`src/rtl/gpio_cmd_pkg.sv`:
```
package gpio_cmd_pkg;
  parameter int HALF_W = 32;
  localparam int PINS = 2 * HALF_W;
  localparam int PIN_BITS = $clog2(PINS);

  typedef enum logic [1:0] {
    BOP_PUT = 2'd0,
    BOP_XOR = 2'd1,
    BOP_SET = 2'd2,
    BOP_CLR = 2'd3
  } bitop_e;

  typedef struct packed {
    logic            hit_out;
    logic            hit_oe;
    logic [1:0]      half_we;
    bitop_e          op;
    logic [PINS-1:0] data;
  } bank_upd_t;
endpackage

```
`src/rtl/gpio_cmd_decode.sv`:
```
module gpio_cmd_decode
  import gpio_cmd_pkg::*;
(
  input  logic              valid,
  input  logic              pair,
  input  logic [3:0]        opc,
  input  logic [3:0]        sel,
  input  logic [HALF_W-1:0] op0,
  input  logic [HALF_W-1:0] op1,
  output bank_upd_t         upd
);
  logic                sel_ok;
  logic                sel_hi;
  logic [PINS-1:0]     pin_mask;
  logic                go;

  assign sel_ok   = (sel[3] == 1'b0) && (sel[1] == 1'b0);
  assign sel_hi   = sel[0];
  assign pin_mask = {{(PINS-1){1'b0}}, 1'b1} << op0[PIN_BITS-1:0];

  always_comb begin
    go           = 1'b0;
    upd.op       = BOP_PUT;
    upd.half_we  = 2'b00;
    upd.data     = '0;
    if (valid && sel_ok) begin
      if (opc[3:2] == 2'b00) begin
        upd.op = bitop_e'(opc[1:0]);
        if (!pair) begin
          go          = 1'b1;
          upd.half_we = sel_hi ? 2'b10 : 2'b01;
          upd.data    = {op0, op0};
        end else if (!sel_hi) begin
          go          = 1'b1;
          upd.half_we = 2'b11;
          upd.data    = {op1, op0};
        end
      end else if (opc == 4'd4) begin
        if (pair && !sel_hi) begin
          go          = 1'b1;
          upd.op      = op1[0] ? BOP_SET : BOP_CLR;
          upd.half_we = 2'b11;
          upd.data    = pin_mask;
        end
      end else if (opc[3:2] == 2'b01) begin
        if (!sel_hi && (!pair || op1[0])) begin
          go          = 1'b1;
          upd.op      = bitop_e'(opc[1:0]);
          upd.half_we = 2'b11;
          upd.data    = pin_mask;
        end
      end else if (opc[3:2] == 2'b10) begin
        if (pair && !sel_hi && (op1[HALF_W-1:1] == '0)) begin
          go          = 1'b1;
          upd.op      = bitop_e'(opc[1:0]);
          upd.half_we = op1[0] ? 2'b10 : 2'b01;
          upd.data    = {op0, op0};
        end
      end
    end
    upd.hit_out = go && !sel[2];
    upd.hit_oe  = go && sel[2];
  end
endmodule

```
`src/rtl/gpio_reg_bank.sv`:
```
module gpio_reg_bank
  import gpio_cmd_pkg::*;
(
  input  logic            clk,
  input  logic            rst_n,
  input  logic            hit,
  input  logic [1:0]      half_we,
  input  bitop_e          op,
  input  logic [PINS-1:0] data,
  output logic [PINS-1:0] q
);
  for (genvar h = 0; h < 2; h++) begin : g_half
    logic [HALF_W-1:0] cur;
    logic [HALF_W-1:0] din;
    logic [HALF_W-1:0] nxt;
    assign cur = q[h*HALF_W +: HALF_W];
    assign din = data[h*HALF_W +: HALF_W];

    always_comb begin
      case (op)
        BOP_PUT: nxt = din;
        BOP_XOR: nxt = cur ^ din;
        BOP_SET: nxt = cur | din;
        default: nxt = cur & ~din;
      endcase
    end

    always_ff @(posedge clk or negedge rst_n) begin
      if (!rst_n)
        q[h*HALF_W +: HALF_W] <= '0;
      else if (hit && half_we[h])
        q[h*HALF_W +: HALF_W] <= nxt;
    end
  end
endmodule

```
`src/rtl/gpio_in_sample.sv`:
```
module gpio_in_sample
  import gpio_cmd_pkg::*;
(
  input  logic            clk,
  input  logic            rst_n,
  input  logic [PINS-1:0] pins,
  output logic [PINS-1:0] q
);
  always_ff @(posedge clk or negedge rst_n) begin
    if (!rst_n) q <= '0;
    else        q <= pins;
  end
endmodule

```
`src/rtl/gpio_cmd_exec.sv`:
```
module gpio_cmd_exec
  import gpio_cmd_pkg::*;
(
  input  logic              clk,
  input  logic              rst_n,
  input  logic              cmd_valid,
  input  logic              cmd_pair,
  input  logic [3:0]        cmd_opc,
  input  logic [3:0]        cmd_sel,
  input  logic [HALF_W-1:0] cmd_op0,
  input  logic [HALF_W-1:0] cmd_op1,
  input  logic [PINS-1:0]   pins_in,
  input  logic [3:0]        rd_sel,
  output logic [HALF_W-1:0] rd_lo,
  output logic [HALF_W-1:0] rd_hi,
  output logic [PINS-1:0]   pad_out,
  output logic [PINS-1:0]   pad_oe
);
  bank_upd_t       upd;
  logic [PINS-1:0] in_q;
  logic [PINS-1:0] rd_word;
  logic            rd_ok;

  gpio_cmd_decode u_dec (
    .valid (cmd_valid),
    .pair  (cmd_pair),
    .opc   (cmd_opc),
    .sel   (cmd_sel),
    .op0   (cmd_op0),
    .op1   (cmd_op1),
    .upd   (upd)
  );

  gpio_reg_bank u_out (
    .clk     (clk),
    .rst_n   (rst_n),
    .hit     (upd.hit_out),
    .half_we (upd.half_we),
    .op      (upd.op),
    .data    (upd.data),
    .q       (pad_out)
  );

  gpio_reg_bank u_oe (
    .clk     (clk),
    .rst_n   (rst_n),
    .hit     (upd.hit_oe),
    .half_we (upd.half_we),
    .op      (upd.op),
    .data    (upd.data),
    .q       (pad_oe)
  );

  gpio_in_sample u_in (
    .clk   (clk),
    .rst_n (rst_n),
    .pins  (pins_in),
    .q     (in_q)
  );

  always_comb begin
    rd_ok   = 1'b1;
    case (rd_sel[3:1])
      3'b000:  rd_word = pad_out;
      3'b010:  rd_word = pad_oe;
      3'b100:  rd_word = in_q;
      default: begin rd_word = '0; rd_ok = 1'b0; end
    endcase
    rd_hi = rd_word[PINS-1:HALF_W];
    rd_lo = (rd_ok && rd_sel[0]) ? rd_word[PINS-1:HALF_W] : rd_word[HALF_W-1:0];
  end
endmodule

```
`config.mk`:
```
export PLATFORM = sky130hd
export DESIGN_NAME = gpio_cmd_exec
export DESIGN_NICKNAME = d
export VERILOG_FILES = /design/src/rtl/gpio_cmd_pkg.sv /design/src/rtl/gpio_cmd_decode.sv /design/src/rtl/gpio_reg_bank.sv /design/src/rtl/gpio_in_sample.sv /design/src/rtl/gpio_cmd_exec.sv
export SDC_FILE = /design/constraint.sdc
export NUM_CORES = 1
export LEC_CHECK = 0
export CAP_MARGIN = 20
export CORE_MARGIN = 8
export CORE_UTILIZATION = 61
export CTS_BUF_LIST = sky130_fd_sc_hd__clkbuf_4 sky130_fd_sc_hd__clkbuf_8
export DETAILED_ROUTE_END_ITERATION = 10
export DONT_BUFFER_PORTS = 1
export GPL_TIMING_DRIVEN = 0
export PLACE_DENSITY = 0.85
export SYNTH_ARGS = -nofsm -noshare
export SYNTH_HDL_FRONTEND = slang
export SYNTH_SLANG_ARGS = --single-unit
```
`constraint.sdc`:
```
create_clock -name clk -period 2.2 [get_ports clk]
set_input_delay 0.44 -clock clk [delete_from_list [all_inputs] [get_ports clk]]
set_output_delay 0.44 -clock clk [all_outputs]
set_load 0.01 [all_outputs]
```
==> impl_summary.log, run 1 <==
INFO  metric starting_density_of_the_core = between 60 and 70%
INFO  metric gpl.final_weighted_congestion = 1.11
INFO  metric netlist-cell-type-count = 69
INFO  metric dp_slack = -1.85 ns
INFO  metric postSynthAreaPerCell = between 8 and 9 µm²
INFO  metric flip_flop_and_latch_count_after_synthesis = about 190
INFO  metric maximum_number_of_pins_on_one_net_before_global_route_repair = roughly 190
INFO  metric htree_levels = 4
INFO  metric cts_inserted_buffers = 17
INFO  metric floorplan.rows = between 60 and 70
INFO  metric postSynth.topFlopCell = dfrtp_1
INFO  metric numPortBuffers = 0
INFO  metric globalRoute.totalOverflow = 232
INFO  metric lastStage = global routing (5_1_grt)
INFO  metric mappedNetlistNets = 2,504
INFO  metric fp.dieH = between 150 and 200 µm
INFO  metric outcome = stopped before the end
INFO  metric cts_buffer_depth = 2
INFO  metric die_w = ~180 µm
INFO  metric grt-worst-endpoint = u_oe.g_half[1].cur[9]$_DFFE_PN0P_/D
INFO  metric clk_root_buffer_cell = clkbuf_8
INFO  metric hpwlAfterDp = about 67,000 µm
INFO  metric mappedNetlistArea = around 0.017 mm²
INFO  metric cts.sink_count = ~190
INFO  metric grt_usage = 80.7%
INFO  metric dp.cells = 2,482
INFO  metric worstEpCategory = sequential cell input
INFO  metric synth_warnings = 0
INFO  metric synth_largest_type_area_fraction = ~28%
INFO  metric yosysTopAreaCell = dfrtp_1
INFO  metric synth_cells = approximately 2.1k
INFO  metric first-error = [ERROR GRT-0232] Routing congestion too high. Check the congestion heatmap in the GUI.
INFO  metric synth_enable_flop_cells = 0
INFO  metric cell_types_with_the_largest_area_share_after_synthesis = dfrtp_1 28%, ha_1 19%, nand2_1 6.1%, mux2i_1 4.2%, nor2_1 4.2%
INFO  metric synth_async_sr_flop_share = between 90% and 100%
INFO  metric synth_sequential_area_ratio = about 28%
INFO  metric io_pins = between 300 and 400
-- timing repair --
item | 4_1_cts
buffers inserted | 62
gates cloned | 2
hold endpoints to repair | 256
pin swaps | 89
hold buffers | 64
gates resized for setup | 392
endpoints found under the setup margin | 191
-- metrics by stage --
step	utilization (%)	setup TNS [ns]	cell area [µm²]
2_1_floorplan	-	-73.49	18100
3_3_place_gp	67.0	-257.90	18600
3_5_place_dp	67.2	-259.02	18600
4_1_cts	78.8	-58.96	21800
-- routing by layer --
metal / GRT overflow / global-route usage, %
met2: 117 / 92.5
met3: 14 / 74.0
met1: 11 / 80.3
met4: 89 / 76.9
met5: 1 / 36.4
-- Yosys cell counts (9+ instances only) --
cell / number
nand2_1: 277
nor3_1: 18
o31ai_1: 38
clkbuf_1: 122
nor4_1: 9
a21o_1: 20
a31oi_1: 12
mux2i_1: 72
o221ai_1: 24
nand3_1: 15
ha_1: 259
or3_1: 9
nor2_1: 189
o211ai_1: 43
buf_1: 21
o21ai_0: 132
dfrtp_1: 192
and2_1: 13
a22oi_1: 14
o21ai_1: 28
buf_2: 31
a221oi_1: 11
a22o_1: 61
nor2b_1: 11
inv_1: 135
a21oi_1: 126
a211oi_1: 15
o41ai_1: 36
nand2b_1: 19
a2111oi_0: 28
o22ai_1: 36
-- kinds of logic after synthesis --
kind of cell,count (synthesis),share of synthesized area [%]
mux,72,4.22
buf+inv,314,7.14
simple gates,606,15.4
fa+ha+maj,259,19.0
flops,192,28.1
compound gates,658,26.1
==> run 2: changes to the inputs <==
--- a/config.mk
+++ b/config.mk
@@ -7,12 +7,11 @@
 export LEC_CHECK = 0
 export CAP_MARGIN = 20
 export CORE_MARGIN = 8
-export CORE_UTILIZATION = 61
-export CTS_BUF_LIST = sky130_fd_sc_hd__clkbuf_4 sky130_fd_sc_hd__clkbuf_8
+export CORE_UTILIZATION = 40
 export DETAILED_ROUTE_END_ITERATION = 10
 export DONT_BUFFER_PORTS = 1
 export GPL_TIMING_DRIVEN = 0
-export PLACE_DENSITY = 0.85
+export PLACE_DENSITY_LB_ADDON = 0.15
 export SYNTH_ARGS = -nofsm -noshare
 export SYNTH_HDL_FRONTEND = slang
 export SYNTH_SLANG_ARGS = --single-unit
==> constraint.sdc (replaced) <==
create_clock -name clk -period 2.86 [get_ports clk]
set_input_delay 0.572 -clock clk [delete_from_list [all_inputs] [get_ports clk]]
set_output_delay 0.572 -clock clk [all_outputs]
set_load 0.01 [all_outputs]
==> run 2 against run 1 <==
- synthesized cell count did not move
- synthesized area did not move
- the flow now finishes, with violations (negative hold slack, negative setup slack)
==> impl_summary.log, run 2 <==
INFO  metric outcome = finished, violations left
INFO  metric violations_in_the_final_reports = negative hold slack, negative setup slack
INFO  metric critical_path_fanout_max = 7
INFO  metric hpwlAfterDp = between 70,000 and 80,000 µm
INFO  metric route.met2.wl = between 40,000 and 50,000 µm
INFO  metric hold_path_class = input pin to asynchronous set/reset pin
INFO  metric power.clock.fraction = a little over a third
INFO  metric timing.slew.headroom = between 10% and 20%
INFO  metric mostFrequentLayoutCell = nand2_1
INFO  metric final.min_clock_period = 2.95 ns
INFO  metric startpoint_type = input pin
INFO  metric synth_enable_flop_cells = 0
INFO  metric max_slew.worst_pin.slew = approximately 1.2 ns
INFO  metric grt_first_pass_wirelength = around 130,000 µm
INFO  metric final_layout_size_suffix_gt1_share = roughly 18%
INFO  metric clk_root_buffer_cell = clkbuf_16
INFO  metric critical_path.reg2reg.startpoint = u_oe.g_half[1].cur[1]
INFO  metric die_w = roughly 220 µm
INFO  metric post-synth-top-count-cell = nand2_1
INFO  metric numPortBuffers = 0
INFO  metric cts.sink_count = 192
INFO  metric p_switching = approximately 0.0027 W
INFO  metric critical_path_class = input pin to flop
INFO  metric power_density = approximately 350 mW/mm²
INFO  metric netlist-cell-type-count = just under 70
INFO  metric worstPathArrival = ~3.4 ns
INFO  metric cp.required = about 3.3 ns
INFO  metric worst_case_hold_slack = -0.260 ns
INFO  metric worst_skew_pair.late_latency = about 0.52 ns
INFO  metric grt_setup_unrepaired = true
INFO  metric clock_pin_slew_reported_for_the_worst_setup_and_hold_paths_after_clock_tree_synthesis = approximately 0.080 ns
INFO  metric min_period_over_period = 103%
INFO  metric wirelength_met1 = approximately 37,000 µm
INFO  metric mappedNetlistNets = ~2.5k
INFO  metric final.setup.tns = -0.235 ns
INFO  metric commonest_non_fill_non_tap_cells_in_the_layout = 249 x nand2_1, 212 x ha_1, 191 x dfrtp_1
INFO  metric maximum_number_of_pins_on_one_net_before_global_route_repair = approximately 190
INFO  metric cts_buffer_depth = 2
INFO  metric io_pins = 336
INFO  metric mappedNetlistArea = approximately 0.017 mm²
INFO  metric antenna_violations_before_repair = 3
INFO  metric core_footprint = 0.0420 mm²
INFO  metric final_core_utilization = between 40% and 50%
INFO  metric rrSetupSlack = 1.19 ns
INFO  metric synth_largest_type_area_fraction = between 20% and 30%
INFO  metric finClkSkew = 0 ns
INFO  metric area_delta_synth_final = 22.8%
INFO  metric p_total = between 0.007 and 0.008 W
INFO  metric finalSetupViolCount = 8
INFO  metric power.ir.vdd_worst = 0.000388 V
INFO  metric p_sw_share = between 30% and 40%
INFO  metric synth_cells = approximately 2.1k
INFO  metric drt_drc_violations_left = 0
INFO  metric share_seq_of_total_power = about 41%
INFO  metric static-leakage-power = around 8.4 nW
INFO  metric post_drt_via_cell_ratio = 6.58
INFO  metric grt_usage = a little under two fifths
INFO  metric worst_r2r_endpoint = u_oe.g_half[1].cur[1]
INFO  metric first_global_vias = between 15k and 20k
INFO  metric synth_sequential_area_ratio = between 20 and 30%
INFO  metric met3_wirelength = 10,900 µm
INFO  metric dieArea = a little under 0.05 mm²
INFO  metric uppermost_layer_routed = met5
INFO  metric cts_inserted_buffers = 17
INFO  metric drt_iter0_markers = approximately 2k
INFO  metric timing.final.max_slew_violations = 0
INFO  metric cell_types_with_the_largest_area_share_after_synthesis = dfrtp_1 28%, ha_1 19%, nand2_1 6.1%, mux2i_1 4.2%, nor2_1 4.2%
INFO  metric r2r.worst_path.cells = 4
INFO  metric route.detailed.wl_per_inst = about 35 µm
INFO  metric floorplan.rows = 75
INFO  metric finish.net_count = 2,576
INFO  metric worst_slack = -0.0925 ns
INFO  metric finalHoldViolCount = 192
INFO  metric flip_flop_and_latch_count_after_synthesis = ~190
INFO  metric dp_slack = -1.24 ns
INFO  metric postSynthAreaPerCell = 8.14 µm²
INFO  metric htree_levels = 4
INFO  metric synth_warnings = 0
INFO  metric yosysTopAreaCell = dfrtp_1
INFO  metric starting_density_of_the_core = 40.7%
INFO  metric fp.dieH = about 220 µm
INFO  metric postSynth.topFlopCell = dfrtp_1
INFO  metric timing.fmax = around 0.34 GHz
INFO  metric drt_wl_total = between 90,000 and 100,000 µm
INFO  metric globalRoute.totalOverflow = 0
INFO  metric gpl.final_weighted_congestion = 1.05
INFO  metric drv_cap = 0
INFO  metric drtAntennaViolNets = 0
INFO  metric synth_async_sr_flop_share = 100%
INFO  metric cell_internal_pwr = 0.00454 W
INFO  metric tritoncts_clock_tree = done
INFO  metric critPathCaptureType = flop
INFO  metric pwr-share-comb = ~24%
INFO  metric drt-pass1-iter-count = 6
INFO  metric via_count = between 15k and 20k
INFO  metric ys_top_cells_by_count = 277 x nand2_1, 259 x ha_1, 192 x dfrtp_1, 189 x nor2_1, 135 x inv_1
[run 2: cell counts after synthesis]
No cell type changed its count.
[run 2: how the worst max path moves through the flow]
stage	startpoint	to	slack [ns]	cells after the start
finish	cmd_sel[0]	u_oe.g_half[1].cur[27]	-0.09	15
global route	cmd_sel[0]	u_oe.g_half[1].cur[14]	-0.09	14
CTS	rd_sel[2]	rd_lo[28]	0.004	7
detailed placement	cmd_op1[15]	u_oe.g_half[1].cur[17]	-1.24	13
global placement	cmd_op0[0]	u_out.g_half[0].cur[5]	-1.42	10
floorplan	cmd_sel[0]	u_oe.g_half[0].cur[31]	-0.15	16
[run 2: power groups by stage]
stage / Sequential (W) / Clock, W / Combinational, W
5_1_grt: 0.00299 / 0.00266 / 0.00186
2_1_floorplan: 0.00297 / 0 / 0.00102
3_5_place_dp: 0.00303 / 0 / 0.00159
3_3_place_gp: 0.00303 / 0 / 0.00154
6_report: 0.00298 / 0.00253 / 0.00176
4_1_cts: 0.00298 / 0.00257 / 0.00164
[run 2: kinds of logic after synthesis]
logic type	synth area share, %
simple gates	15.4
flops	28.1
mux	4.22
buf+inv	7.14
compound gates	26.1
fa+ha+maj	19.0
[run 2: final cells by class]
| class | count | area [µm²] |
|---|---|---|
| repair buffers | 55 | 607 |
| flip-flops and latches | 192 | 4810 |
| diodes | 3 | 7.51 |
| clock buffers | 18 | 429 |
| plain buffers | 173 | 986 |
| inverters | 139 | 548 |
| fillers | 4036 | 21000 |
| well taps | 539 | 674 |
| clock inverters | 14 | 139 |
| multi-input cells | 1595 | 12800 |
[run 2: what timing repair did]
action | CTS | global route
setup endpoints to repair | 186 | 142
setup buffers | 14 | 28
pin swaps | 8 | 43
gates resized for setup | 114 | 142
gates cloned | 1 | 3
endpoints found under the hold margin | 192 | 192
[run 2: metrics by stage]
stage               instance area, µm²  cells
floorplan                        18400   2101
global placement                 19100   2640
detailed placement               19200   2648
CTS                              20200   2695
global route                     21000   2726
finish                           21000   2728
[run 2: per-layer routing]
metal	track usage [%]	up-vias
met3	12.7	253
met5	0	-
met4	18.9	2
met2	57.7	1083
li1	-	7674
met1	45.6	8943
[run 2: worst max-delay path: stages]
cell,delay (ns)
clkinv_16,0.03
ha_4,0.17
nor4b_4,0.24
nand4_1,0.21
o32ai_4,0.42
and2_4,0.32
buf_12,0.16
buf_12,0.12
o211ai_1,0.15
buf_4,0.20
ha_4,0.26
nand2_2,0.05
o21ai_2,0.08
o22ai_2,0.10
o31ai_1,0.28
Note: power is estimated with default switching activity, not from simulation.
